**src/rtl/dram_lp_pkg.sv**
```systemverilog
// Shared definitions for the DRAM idle low-power controller.
// Assumes the state code order equals depth order; comparisons rely on it.
package dram_lp_pkg;
    localparam int NLVL = 5;

    typedef enum logic [2:0] {
        LP_ACTIVE = 3'd0,
        LP_PDN    = 3'd1,
        LP_SREF   = 3'd2,
        LP_SRPD   = 3'd3,
        LP_SRCG   = 3'd4,
        LP_STBY   = 3'd5
    } lp_state_e;

    // Level index i maps to state code i+1.
    // Levels 1..3 (SR, SRPD, SRCG) count in coarse units.
    localparam logic [NLVL-1:0] COARSE_MASK = 5'b01110;
endpackage

```
**src/rtl/lp_idle_counter.sv**
```systemverilog
// Saturating idle counter.
// Counts consecutive cycles with bus_idle high and clears on any busy cycle.
// Holds at all-ones instead of wrapping.
module lp_idle_counter #(
    parameter int CNT_W = 32
) (
    input  logic             clk,
    input  logic             rst_n,
    input  logic             bus_idle,
    output logic [CNT_W-1:0] cnt_o
);
    localparam logic [CNT_W-1:0] CNT_MAX = '1;

    logic [CNT_W-1:0] cnt_q;

    // Count idle cycles; clear on activity; hold at the ceiling.
    always_ff @(posedge clk) begin
        if (!rst_n)
            cnt_q <= '0;
        else if (!bus_idle)
            cnt_q <= '0;
        else if (cnt_q != CNT_MAX)
            cnt_q <= cnt_q + 1'b1;
    end

    assign cnt_o = cnt_q;


    idle_clear_chk: assert property (@(posedge clk) disable iff (!rst_n)
        !bus_idle |=> cnt_q == '0);


    sat_hold_chk: assert property (@(posedge clk) disable iff (!rst_n)
        (bus_idle && cnt_q == CNT_MAX) |=> cnt_q == CNT_MAX);


    count_up_chk: assert property (@(posedge clk) disable iff (!rst_n)
        (bus_idle && cnt_q != CNT_MAX) |=> cnt_q == $past(cnt_q) + 1'b1);
endmodule

```
**src/rtl/lp_level_select.sv**
```systemverilog
// Threshold comparison and depth priority.
// Compares the idle count with each level's limit, where coarse levels are
// scaled by 2^UNIT_SHIFT. A zero threshold never expires. The deepest
// expired level is reported as a state code.
module lp_level_select
    import dram_lp_pkg::*;
#(
    parameter int CNT_W      = 32,
    parameter int THR_W      = 16,
    parameter int UNIT_SHIFT = 10
) (
    input  logic                       clk,
    input  logic                       rst_n,
    input  logic [CNT_W-1:0]           cnt_i,
    input  logic [NLVL-1:0][THR_W-1:0] thr_i,
    output lp_state_e                  deepest_o
);
    localparam int SCL_W = THR_W + UNIT_SHIFT;
    localparam int CMP_W = (CNT_W > SCL_W) ? CNT_W : SCL_W;

    logic [NLVL-1:0] expired;
    logic [CMP_W-1:0] cnt_w;

    assign cnt_w = CMP_W'(cnt_i);

    for (genvar i = 0; i < NLVL; i++) begin : g_lvl
        logic [CMP_W-1:0] lim;
        if (COARSE_MASK[i]) begin : g_coarse
            assign lim = CMP_W'(thr_i[i]) << UNIT_SHIFT;
        end else begin : g_fine
            assign lim = CMP_W'(thr_i[i]);
        end
        assign expired[i] = (thr_i[i] != '0) && (cnt_w >= lim);


        deepest_cover_chk: assert property (@(posedge clk) disable iff (!rst_n)
            expired[i] |-> (deepest_o >= lp_state_e'(3'(i + 1))));
    end

    // Priority pick: the highest expired level overrides lower ones.
    always_comb begin
        deepest_o = LP_ACTIVE;
        for (int k = 0; k < NLVL; k++) begin
            if (expired[k])
                deepest_o = lp_state_e'(3'(k + 1));
        end
    end


    zero_thr_chk: assert property (@(posedge clk) disable iff (!rst_n)
        (cnt_i != '0 && expired == '0) |-> deepest_o == LP_ACTIVE);
endmodule

```
**src/rtl/lp_state_seq.sv**
```systemverilog
// Low-power state register and output decode.
// Moves up directly to a deeper target. Moves down one step per cycle:
// gating first, then self-refresh, then power-down. While the bus is busy,
// all clock gating is released in the same cycle.
module lp_state_seq
    import dram_lp_pkg::*;
(
    input  logic      clk,
    input  logic      rst_n,
    input  logic      bus_idle,
    input  lp_state_e deepest_i,
    output lp_state_e state_o,
    output logic      pd_req,
    output logic      sr_req,
    output logic      ctrl_clk_en,
    output logic      pif_clk_en,
    output logic      phy_clk_en,
    output logic      dram_clk_en
);
    lp_state_e cur_q, tgt, step_dn, nxt;

    // Target is forced to active whenever the bus is busy.
    always_comb tgt = bus_idle ? deepest_i : LP_ACTIVE;

    // One exit step: ungate, then leave self-refresh, then leave power-down.
    always_comb begin
        case (cur_q)
            LP_STBY, LP_SRCG: step_dn = LP_SREF;
            LP_SRPD:          step_dn = LP_PDN;
            default:          step_dn = LP_ACTIVE;
        endcase
    end

    // Next state: jump deeper, step shallower, or hold.
    always_comb begin
        if (tgt > cur_q)
            nxt = tgt;
        else if (tgt < cur_q)
            nxt = step_dn;
        else
            nxt = cur_q;
    end

    // State register.
    always_ff @(posedge clk) begin
        if (!rst_n)
            cur_q <= LP_ACTIVE;
        else
            cur_q <= nxt;
    end

    // Output decode; gating is qualified by bus_idle for immediate wake.
    logic gate_ctrl, gate_all;
    always_comb begin
        pd_req    = (cur_q == LP_PDN) || (cur_q == LP_SRPD);
        sr_req    = (cur_q == LP_SREF) || (cur_q == LP_SRPD) ||
                    (cur_q == LP_SRCG) || (cur_q == LP_STBY);
        gate_ctrl = bus_idle && ((cur_q == LP_SRCG) || (cur_q == LP_STBY));
        gate_all  = bus_idle && (cur_q == LP_STBY);
    end

    assign state_o     = cur_q;
    assign ctrl_clk_en = !gate_ctrl;
    assign pif_clk_en  = !gate_all;
    assign phy_clk_en  = !gate_all;
    assign dram_clk_en = !gate_all;


    reset_state_chk: assert property (@(posedge clk)
        !rst_n |=> cur_q == LP_ACTIVE);


    gated_exit_chk: assert property (@(posedge clk) disable iff (!rst_n)
        (!bus_idle && (cur_q == LP_STBY || cur_q == LP_SRCG)) |=> cur_q == LP_SREF);


    srpd_exit_chk: assert property (@(posedge clk) disable iff (!rst_n)
        (!bus_idle && cur_q == LP_SRPD) |=> cur_q == LP_PDN);


    gate_needs_sr_chk: assert property (@(posedge clk) disable iff (!rst_n)
        !ctrl_clk_en |-> sr_req);


    full_gate_chk: assert property (@(posedge clk) disable iff (!rst_n)
        !dram_clk_en |-> (!ctrl_clk_en && sr_req && !pd_req));
endmodule

```
**src/rtl/dram_idle_lp_ctrl.sv**
```systemverilog
// Top level of the DRAM idle low-power state controller.
// Ties the idle counter, the threshold selector and the state sequencer
// together. Assumes thresholds are quasi-static in the DFI clock domain.
module dram_idle_lp_ctrl
    import dram_lp_pkg::*;
#(
    parameter int CNT_W      = 32,
    parameter int THR_W      = 16,
    parameter int UNIT_SHIFT = 10
) (
    input  logic             clk,
    input  logic             rst_n,
    input  logic             bus_idle,
    input  logic [THR_W-1:0] thr_pd,
    input  logic [THR_W-1:0] thr_sr,
    input  logic [THR_W-1:0] thr_srpd,
    input  logic [THR_W-1:0] thr_srcg,
    input  logic [THR_W-1:0] thr_stby,
    output logic             pd_req,
    output logic             sr_req,
    output logic             ctrl_clk_en,
    output logic             pif_clk_en,
    output logic             phy_clk_en,
    output logic             dram_clk_en,
    output logic [2:0]       lp_state
);
    logic [CNT_W-1:0]           idle_cnt;
    logic [NLVL-1:0][THR_W-1:0] thr_vec;
    lp_state_e                  deepest, state;

    // Level index order follows the depth order of the state codes.
    assign thr_vec = {thr_stby, thr_srcg, thr_srpd, thr_sr, thr_pd};

    lp_idle_counter #(.CNT_W(CNT_W)) u_cnt (
        .clk      (clk),
        .rst_n    (rst_n),
        .bus_idle (bus_idle),
        .cnt_o    (idle_cnt)
    );

    lp_level_select #(
        .CNT_W      (CNT_W),
        .THR_W      (THR_W),
        .UNIT_SHIFT (UNIT_SHIFT)
    ) u_sel (
        .clk       (clk),
        .rst_n     (rst_n),
        .cnt_i     (idle_cnt),
        .thr_i     (thr_vec),
        .deepest_o (deepest)
    );

    lp_state_seq u_seq (
        .clk         (clk),
        .rst_n       (rst_n),
        .bus_idle    (bus_idle),
        .deepest_i   (deepest),
        .state_o     (state),
        .pd_req      (pd_req),
        .sr_req      (sr_req),
        .ctrl_clk_en (ctrl_clk_en),
        .pif_clk_en  (pif_clk_en),
        .phy_clk_en  (phy_clk_en),
        .dram_clk_en (dram_clk_en)
    );

    assign lp_state = state;


    wake_ungate_chk: assert property (@(posedge clk) disable iff (!rst_n)
        !bus_idle |-> (ctrl_clk_en && pif_clk_en && phy_clk_en && dram_clk_en));
endmodule

```
**config.mk**
```make
export PLATFORM = sky130hd
export DESIGN_NAME = dram_idle_lp_ctrl
export DESIGN_NICKNAME = d
export VERILOG_FILES = /design/src/rtl/dram_lp_pkg.sv /design/src/rtl/lp_idle_counter.sv /design/src/rtl/lp_level_select.sv /design/src/rtl/lp_state_seq.sv /design/src/rtl/dram_idle_lp_ctrl.sv
export SDC_FILE = /design/constraint.sdc
export NUM_CORES = 1
export LEC_CHECK = 0
export BUFFER_PORTS_ARGS = -buffer_cell sky130_fd_sc_hd__buf_2
export CAP_MARGIN = 10
export CORE_MARGIN = 4
export CORE_UTILIZATION = 50
export CTS_BUF_LIST = sky130_fd_sc_hd__clkbuf_4 sky130_fd_sc_hd__clkbuf_8 sky130_fd_sc_hd__clkbuf_16
export DETAILED_ROUTE_END_ITERATION = 12
export GPL_TIMING_DRIVEN = 0
export HOLD_SLACK_MARGIN = 0.06
export MAX_ROUTING_LAYER = met4
export PLACE_DENSITY = 0.76
export SLEW_MARGIN = 20
export SYNTH_ARGS = -nofsm -noshare
export SYNTH_HDL_FRONTEND = slang
export SYNTH_SLANG_ARGS = --single-unit
export TNS_END_PERCENT = 30
```
**constraint.sdc**
```tcl
create_clock -name clk -period 3.1 [get_ports clk]
set_input_delay 0.62 -clock clk [delete_from_list [all_inputs] [get_ports clk]]
set_output_delay 0.62 -clock clk [all_outputs]
set_load 0.005 [all_outputs]
```
After elaboration in Yosys (flattened, before gate mapping)
Index checks and enable logic that the tools add are counted.
Widths: inputs -> output; s select.
{"block": "word_totals", "ff_bits": 35, "latchBits": 0, "ramBits": 0, "rom_bits": 0, "inputBits": 83, "out_inout_bits": 9, "wordCells": 47, "memories": 0}
{"block": "op_classes", "n_addsub": 1, "mul": 0, "div": 0, "n_lt_le_gt_ge": 7, "n_eq_ne": 6, "shift": 0, "n_mux": 9, "n_bitwise": 0, "reduce_logical": 22}
{"op": "$ge 32x26->1", "count": 3}
{"op": "$reduce_bool 16->1", "count": 5}
{"op": "$ge 32x16->1", "count": 2}
{"op": "$add 32x1->32 const B", "count": 1}
{"op": "$ne 32x32->1 const B", "count": 1}
{"op": "$mux 3", "count": 7}
{"op": "$logic_and 1x1->1", "count": 7}
{"op": "$eq 3x2->1 const B", "count": 2}
{"op": "$eq 3x3->1 const B", "count": 2}
{"op": "$logic_or 1x1->1", "count": 5}
{"op": "$pmux 2 s2", "count": 1}
{"op": "$eq 3x1->1 const B", "count": 1}
{"op": "$gt 3x3->1", "count": 1}
{"op": "$lt 3x3->1", "count": 1}
{"op": "$logic_not 1->1", "count": 2}
{"op": "$reduce_and 2->1", "count": 1}
{"op": "$reduce_bool 2->1", "count": 1}
{"op": "$reduce_or 2->1", "count": 1}
{"op": "$mux 1", "count": 1}

Longest topological paths before layout
Gate-level depths: netlist of run 1.
{"block": "logic_depth", "ltp_word": 11, "ltp_mapped": 16, "ltp_nobuf": 16}

By module
From an unflattened synthesis of run 1, not the netlist that was laid out.
{"block": "unflattened", "hier_cells": 560, "hier_area_um2": 4284.1}
{"mod": "lp_level_select", "instances": 1, "cells_per_inst": 323, "area_per_inst_um2": 2294.7, "seq_area_each_um2": 0.0}
{"mod": "lp_idle_counter", "instances": 1, "cells_per_inst": 201, "area_per_inst_um2": 1697.9, "seq_area_each_um2": 640.6}
{"mod": "lp_state_seq", "instances": 1, "cells_per_inst": 36, "area_per_inst_um2": 291.5, "seq_area_each_um2": 60.1}

Worst setup path after synthesis of run 1
Ideal clock, no wire load.
{"block": "synth_timing", "path_kind": "input -> register", "start": "input port thr_stby[13]", "end": "register u_seq.cur_q[2], in the netlist u_seq.state_o[2]", "setup_time_ns": 0.070, "arrival_ns": 3.122, "t_required_ns": 3.030, "setup_slack_ns": -0.092, "path_stages": 12, "path_buffers": 0, "path_cell_list": "inv_1 > ha_1 > a21oi_1 > o21ai_0 > or4_4 > a211oi_4 > o211ai_1 > o211ai_1 > ha_1 > and3_1 > or3_2 > a21oi_1"}
{"block": "synth_between", "elab_chain_len": 6, "elab_cells_between_ends": 9, "cone_classes": "order compare (3); mux (3); reduce/logical (3)"}
{"element": "start: declaration", "line_no": "dram_idle_lp_ctrl.sv:18", "text": "input logic [THR_W-1:0] thr_stby,"}
{"element": "$ge 32x16->1 / $reduce_bool 16->1 (equally long branches)", "line_no": "lp_level_select.sv:33", "text": "assign expired[i] = (thr_i[i] != '0) && (cnt_w >= lim);"}
{"element": "$logic_and 1x1->1 *", "line_no": "lp_level_select.sv:33"}
{"element": "$mux 3 *", "line_no": "lp_level_select.sv:44", "text": "if (expired[k])"}
{"element": "$mux 3 *", "line_no": "lp_state_seq.sv:23", "text": "always_comb tgt = bus_idle ? deepest_i : LP_ACTIVE;"}
{"element": "$gt 3x3->1 / $lt 3x3->1 (equally long branches)", "line_no": "lp_state_seq.sv:36, lp_state_seq.sv:38"}
{"element": "$mux 3 / $reduce_bool 2->1 (equally long branches)"}
{"element": "end signal: assignment", "line_no": "lp_state_seq.sv:49", "text": "cur_q <= nxt;"}
{"element": "end: declaration", "line_no": "lp_state_seq.sv:20", "text": "lp_state_e cur_q, tgt, step_dn, nxt;"}
Mark *: on every way between the ends. The rest lies on a longest branch, timed or not.
A chain may end at the register's enable or synchronous reset.

Final worst setup path of run 1
{"block": "layout_timing", "start": "register u_cnt.cnt_q[31], in the netlist u_cnt.cnt_o[31]", "end": "register u_seq.cur_q[0], in the netlist u_seq.state_o[0]"}
{"block": "layout_between", "elab_chain_len": 10, "elab_cells_between_ends": 20, "cone_classes": "order compare (7); mux (7); reduce/logical (6)"}
{"element": "start: declaration", "line_no": "lp_idle_counter.sv:14", "text": "logic [CNT_W-1:0] cnt_q;"}
{"element": "start signal: assignment", "line_no": "lp_idle_counter.sv:23", "text": "cnt_q <= cnt_q + 1'b1;"}
{"element": "$ge 32x16->1", "line_no": "lp_level_select.sv:33"}
{"element": "$logic_and 1x1->1", "line_no": "lp_level_select.sv:33"}
{"element": "$mux 1", "line_no": "lp_level_select.sv:44"}
{"element": "$mux 3 (3 in series)", "line_no": "lp_level_select.sv:44"}
{"element": "$mux 3 *", "line_no": "lp_level_select.sv:44"}
{"element": "$mux 3 *", "line_no": "lp_state_seq.sv:23"}
{"element": "$gt 3x3->1 / $lt 3x3->1 (equally long branches)", "line_no": "lp_state_seq.sv:36, lp_state_seq.sv:38"}
{"element": "$mux 3 / $reduce_bool 2->1 (equally long branches)"}
Marks and branches as above.

==> reports/metrics.cfg, run 1 <==
[status]
status = complete, but fails checks
violations = negative setup slack

[clock_tree]
cts_buffer_depth = 2
cts_num_sinks = 35
clock_latency_ns = 0.29
cts_max_level = 2
clkTransAtPathRegs_ns = 0.07
cts_root_buf = clkbuf_8
cts_tree = done
cts_buffers = 5

[drt]
first_pass_iters = 5
ant_nets = 0
dr.max_layer_used = met4
drc = 0
dr_total_vias = 4340
routedWlPerCell_um = 16.18
routed_wirelength_um = 12050
wl_met1_um = 4988
wl_met3_um = 798
viasPerCell = 5.826
wl_met2_um = 5770
drt_iter0_drc = 227

[worst_setup_path]
end_kind = register
cp.arrival_ns = 3.45
critPathMaxFanout = 4
critPathLaunchType = register
path_buf_inv = 1
worstPathCellList = nor4_4 > nand2_2 > or4_4 > a211oi_4 > a2bb2oi_2 > nand3_2 > inv_2 > ha_4 > nor2b_4 > o21ai_2 > nand2b_1 > mux2i_1 > nand3_1 > o21ai_1
crit_path_top_delay_cell = or4_4
required_ns = 3.33
crit_family = simple AND/OR/NAND/NOR gates
slowest_delay_ns = 0.57
worstSetupPathType = reg2reg

[pwr]
leakage_nw = 2.600
power_mw = 1.070
cellPowerDensity_nw_per_um2 = 212.2
worst_ir_drop_vdd_mv = 0.2348

[global_routing]
grt_first_pass_wirelength_um = 19400
track_usage_pct = 25.14
grt_overflow_total = 0
grt_max_degree = 12
antenna_found_initial = 0
grt_pass1_vias = 4304

[floorplan]
die_w_um = 97.78
coreArea_um2 = 7767
die_area_um2 = 9561
num_rows = 32
dieHeight_um = 97.78
start_util_pct = 51.88
pin_count = 92

[timing]
fin_crit_sh_pct = 104.0
setup_viol = 3
finalHoldViolCount = 0
final.setup.worst_slack_ns = -0.1225
slew_headroom_pct = 34.32
max_freq_mhz = 310.3
finalClockSkew_ns = 0.005571
rsz0062_at_grt = yes
slew_violations = 0
finalCriticalPeriod_ns = 3.223
whs_ns = 0.5143
worstMarginPinSlew_ns = 0.9769

[synthesis]
async_flop_share_pct = 0
synth_top_area_cell = ha_1
synth_edf_count = 0
ys_ff_latch = 35
syn_inst = 532
syn_nets = 700
synthDistinctLibCells = 49
synth_ff_type = dfxtp_1
synth_top_area_share_pct = 26.39
avgSynthCellArea_um2 = 7.575
synth_area_leaders = ha_1 (26%), dfxtp_1 (17%), inv_1 (8.4%), a21oi_1 (4.2%), nor2_1 (4.2%)
ys_seq_area_share_pct = 17.39
syn_area_um2 = 4030
yosysWarnings = 0

[cells_and_area]
layout.nets = 810
finalInstanceArea_um2 = 5040
syn2layout_area_growth_pct = 25.05
drive_gt1_share_pct = 26.59
fin_util_pct = 64.88
antenna_cells = 0

[place]
dpl.hpwl_um = 9258
gp_routability_congestion = 0.9579
place_ws_ns = -0.4676
placed_area_um2 = 4638
portBuffers = 91

[hold_path]
holdCritPathClass = reg2reg

[flow_run]
drv_cap = 0

synth_stat cells, types with 2 or more instances:
master	instances
a211oi_1	3
ha_1	85
a221o_1	3
a211o_1	2
xnor2_1	13
nor2b_1	4
a21boi_0	3
o31a_1	2
or3_1	7
and3_1	9
or4_4	2
nand2_1	32
o21ai_0	13
a21oi_1	34
nor4_1	27
o31ai_1	3
and4_1	9
o21ai_1	2
nor3_1	6
nand3_1	26
nor2_1	45
clkbuf_1	4
nand2b_1	5
a21o_1	9
o211ai_1	4
xor2_1	13
a221oi_1	2
inv_1	90
dfxtp_1	35
nand4_1	18
o21a_1	3
buf_4	2
registers in the layout (all words and copies together), names as in the netlist:
register / count
u_seq.state_o: 3
u_cnt.cnt_o: 32
area by class of cell:
cell class	instances	area (um2)
Sequential cell	35	748.2
Multi-Input combinational cell	401	3133
Timing Repair Buffer	103	545.5
Clock buffer	6	82.58
Clock inverter	2	35.03
Inverter	90	337.8
Buffer	6	30.03
Fill cell	723	2728
Tap cell	102	127.6
final timing paths:
check              startpoint          endpoint  slack (ns)  cells after the start
max           u_cnt.cnt_o[31]  u_seq.state_o[0]       -0.12                     14
min          u_seq.state_o[2]  u_seq.state_o[2]        0.51                      2
max reg2reg   u_cnt.cnt_o[31]  u_seq.state_o[0]       -0.12                     14
min reg2reg  u_seq.state_o[2]  u_seq.state_o[2]        0.51                      2
timing repair:
action,CTS,global route
buffers inserted,10,2
setup endpoints to repair,3,3
hold buffers,0,0
pin swaps,11,17
resized for setup,28,31
worst min-delay path: stages, from the launching register on:
cell     delay (ns)
dfxtp_1        0.34
nand2_1        0.08
a21oi_2        0.05
metrics by stage:
stage,TNS (ns),instances
floorplan,-0.01231,532
detailed placement,-1.358,725
CTS,-0.07251,743
global placement,-1.263,725
global route,-0.6469,745
finish,-0.3183,745
cell usage in the layout (no fill, tap or decap), types with 3 or more instances in the layout:
master,synthesis,layout
a21oi_2,0,3
nand2_1,32,31
and4_1,9,9
nor2_1,45,45
xnor2_1,13,13
or4_4,2,3
nor2b_1,4,3
a21boi_0,3,3
o21ai_0,13,9
nand4_1,18,18
ha_4,0,4
dfxtp_2,0,14
o211ai_1,4,4
nor4_1,27,23
nor3_1,6,6
or3_1,7,7
and3_1,9,8
inv_1,90,87
nand2b_1,5,5
clkbuf_8,0,6
ha_1,85,80
a21o_1,9,9
a21oi_1,34,31
o21ai_1,2,4
dfxtp_4,0,8
nor4_2,0,3
a211oi_1,3,3
buf_2,0,91
dfxtp_1,35,13
o31ai_1,3,3
a221o_1,3,3
clkbuf_1,4,4
o21a_1,3,3
nand3_1,26,26
inv_2,0,3
xor2_1,13,13
buf_4,2,14
per-layer routing:
metal	up-vias	global-route usage (%)
met5	-	-
met4	0	10.76
met3	46	5.357
met2	181	42.38
met1	1988	28.85
li1	2125	-
logic make-up (layout without fill, tap and decap cells):
family	Yosys count	after routing	share of synthesized area (%)
DFF	35	35	17.39
adders and majority gates	85	85	26.39
AOI/OAI and AO/OA	90	90	14.87
muxes	1	1	0.2484
xor gates and xnor gates	26	26	5.650
and+or+nand+nor	199	199	26.33
buffers and inverters	96	207	9.127
power breakdown:
part           total (mW)  leakage (nW)  internal, mW  switching, mW
clock network       0.433        0.0612         0.260          0.173
registers           0.446         0.296         0.444        0.00207
logic               0.190          2.24        0.0861          0.104
(Power assumes the default switching activity.)
==> run 2: changes to the inputs <==
BUFFER_PORTS_ARGS = unset   (was -buffer_cell sky130_fd_sc_hd__buf_2)
DONT_BUFFER_PORTS = 1   (was unset)
PLACE_DENSITY = 0.66   (was 0.76)
SKIP_CTS_REPAIR_TIMING = 1   (was unset)
==> run 2 against run 1 <==
  * Sequential power about the same
  * Clock skew decreased by 0.0014 ns
  * Maximum frequency increased by 1.7%
  * Design area decreased by 11%
  * The run still ends with negative setup slack left
  * Flip-flop and latch count unchanged
  * First-iteration DRC count decreased by 35%
  * Non-clock buffer count decreased by 94
  * Largest power group unchanged
  * Combinational power decreased by 38%
  * Worst setup slack improved by 0.055 ns
  * Core utilization decreased by 7.2 points
==> reports/metrics.cfg, run 2 (synthesis results as in run 1) <==
[worst_setup_path]
cp.arrival_ns = 3.38  ; -0.07 ns
worstSetupPathType = reg2reg
timing.rr.start = u_cnt.cnt_o[17]
end_kind = register
required_ns = 3.31  ; -0.02 ns
critPathLaunchType = register
cp-endpoint = u_seq.state_o[0]
r2r.worst_path.cells = 15  ; +1
reg2reg_slack_ns = -0.07  ; +0.05 ns
crit_start = u_cnt.cnt_o[17]
reg2reg_to = u_seq.state_o[0]
critPathMaxFanout = 8  ; +4

[clock_tree]
cts_root_buf = clkbuf_8
cts_buffers = 5  ; unchanged
clkTransAtPathRegs_ns = 0.07  ; about the same
cts_buffer_depth = 2  ; unchanged
cts_max_level = 2  ; unchanged
cts_tree = done
clock_latency_ns = 0.28  ; about the same
cts_num_sinks = 35  ; unchanged

[global_routing]
grt_overflow_total = 0  ; unchanged
grt_pass1_vias = 3793  ; -12%
track_usage_pct = 23.25  ; -1.9 points
grt_max_degree = 12  ; unchanged
grt_first_pass_wirelength_um = 17980  ; -7.3%
antenna_found_initial = 0  ; unchanged

[drt]
routedWlPerCell_um = 16.55  ; +2.3%
dr_total_vias = 3791  ; -13%
first_pass_iters = 4  ; -1
drc = 0  ; unchanged
viasPerCell = 5.823  ; about the same
ant_nets = 0  ; unchanged
routed_wirelength_um = 10770  ; -11%
drt_iter0_drc = 148  ; -35%

[hold_path]
holdCritPathClass = in2reg
hp-start = rst_n

[place]
dpl.hpwl_um = 8858  ; -4.3%
portBuffers = 0  ; -100%
gp_routability_congestion = 0.9358  ; -2.3%
place_ws_ns = -0.4742  ; -0.006620 ns
placed_area_um2 = 4183  ; -9.8%

[status]
violations = negative setup slack
status = complete, but fails checks

[floorplan]
coreArea_um2 = 7767  ; unchanged
dieHeight_um = 97.78  ; unchanged
die_area_um2 = 9561  ; unchanged
start_util_pct = 51.88  ; unchanged
num_rows = 32  ; unchanged
die_w_um = 97.78  ; unchanged
pin_count = 92  ; unchanged

[timing]
finalClockSkew_ns = 0.004203  ; -0.001368 ns
finalHoldViolCount = 0  ; unchanged
worstMarginPinSlew_ns = 1.106  ; +0.1288 ns
finalCriticalPeriod_ns = 3.168  ; -0.05458 ns
slew_violations = 0  ; unchanged
rsz0062_at_grt = yes
setup_viol = 3  ; unchanged
final.setup.worst_slack_ns = -0.06795  ; +0.05458 ns
max_freq_mhz = 315.7  ; +1.7%
finalSetupTns_ns = -0.1424  ; +0.1759 ns
fin_crit_sh_pct = 102.2  ; -1.8 points
slew_headroom_pct = 25.66  ; -8.7 points

[flow_run]
drv_cap = 0  ; unchanged

[cells_and_area]
layout.nets = 716  ; -12%
largest_register_ff_count = 32  ; unchanged
final_cell_mix = inv_1 (89), ha_1 (84), nor2_1 (45)
syn2layout_area_growth_pct = 11.11
drive_gt1_share_pct = 11.29  ; -15 points
finalInstanceArea_um2 = 4478  ; -11%
antenna_cells = 0  ; unchanged
final_common_cell = inv_1

[pwr]
leakage_nw = 2.207  ; -15%
power_mw = 0.9380  ; -12%
worst_ir_drop_vdd_mv = 0.1668  ; -29%
cellPowerDensity_nw_per_um2 = 209.5  ; -1.3%

## run 2: cell count changes in the layout (fill, tap and decap cells not counted), moves of 3 or more
cell,delta
buf_2,-91
buf_4,-3
dfxtp_1,+5
dfxtp_4,-3
ha_1,+4
o21ai_0,+3
ha_4,-3
## run 2: how the worst min path moves through the flow
stage,to,slack (ns),depth (start not counted)
after global placement,u_cnt.cnt_o[26],0.50,2
after floorplan,u_seq.state_o[2],0.47,2
after CTS,u_seq.state_o[2],0.44,2
after global routing,u_seq.state_o[2],0.43,2
after detailed placement,u_seq.state_o[2],0.51,2
final,u_seq.state_o[2],0.45,2
## run 2: critical path, cell delays in order, from the launching register on
cell and delay, ns:
dfxtp_2 0.45, ha_1 0.28, a21oi_1 0.14, o21ai_0 0.10, a221oi_1 0.42, o221ai_2 0.19, a211o_1 0.36, nand3_2 0.10
inv_2 0.05, ha_4 0.26, nor2b_1 0.12, o21ai_1 0.06, nand2b_1 0.17, mux2i_1 0.22, nand3_1 0.09, o21ai_1 0.08
## run 2: metrics by stage
stage	hold WS, ns	util, %	cells
6_report	0.4469	57.65	651
5_1_grt	0.4316	57.65	651
4_1_cts	0.4425	55.19	642
3_5_place_dp	0.5104	53.85	634
3_3_place_gp	0.5022	53.85	634
2_1_floorplan	0.4729	-	532
## run 2: cell type report
cell class,count,area (um2)
Buffer,6,30.03
Clock buffer,7,96.34
Clock inverter,1,7.507
Fill cell,736,3289
Inverter,90,337.8
Multi-Input combinational cell,401,3077
Sequential cell,35,734.5
Tap cell,102,127.6
Timing Repair Buffer,9,67.56
## run 2: where the power goes
part	leakage, nW	switching (mW)	total, mW	internal [mW]
combinational	1.86	0.0680	0.117	0.0494
sequential	0.292	0.00186	0.448	0.446
clock	0.0505	0.170	0.373	0.202
total	2.21	0.240	0.938	0.698
## run 2: routing by layer
| metal | vias up | track usage [%] | share of wire [%] |
|---|---|---|---|
| met5 | - | - | 0 |
| met4 | 0 | 3.408 | 0.92 |
| met3 | 8 | 3.643 | 6.8 |
| met2 | 115 | 39.43 | 48 |
| met1 | 1738 | 29.95 | 44 |
| li1 | 1930 | - | - |
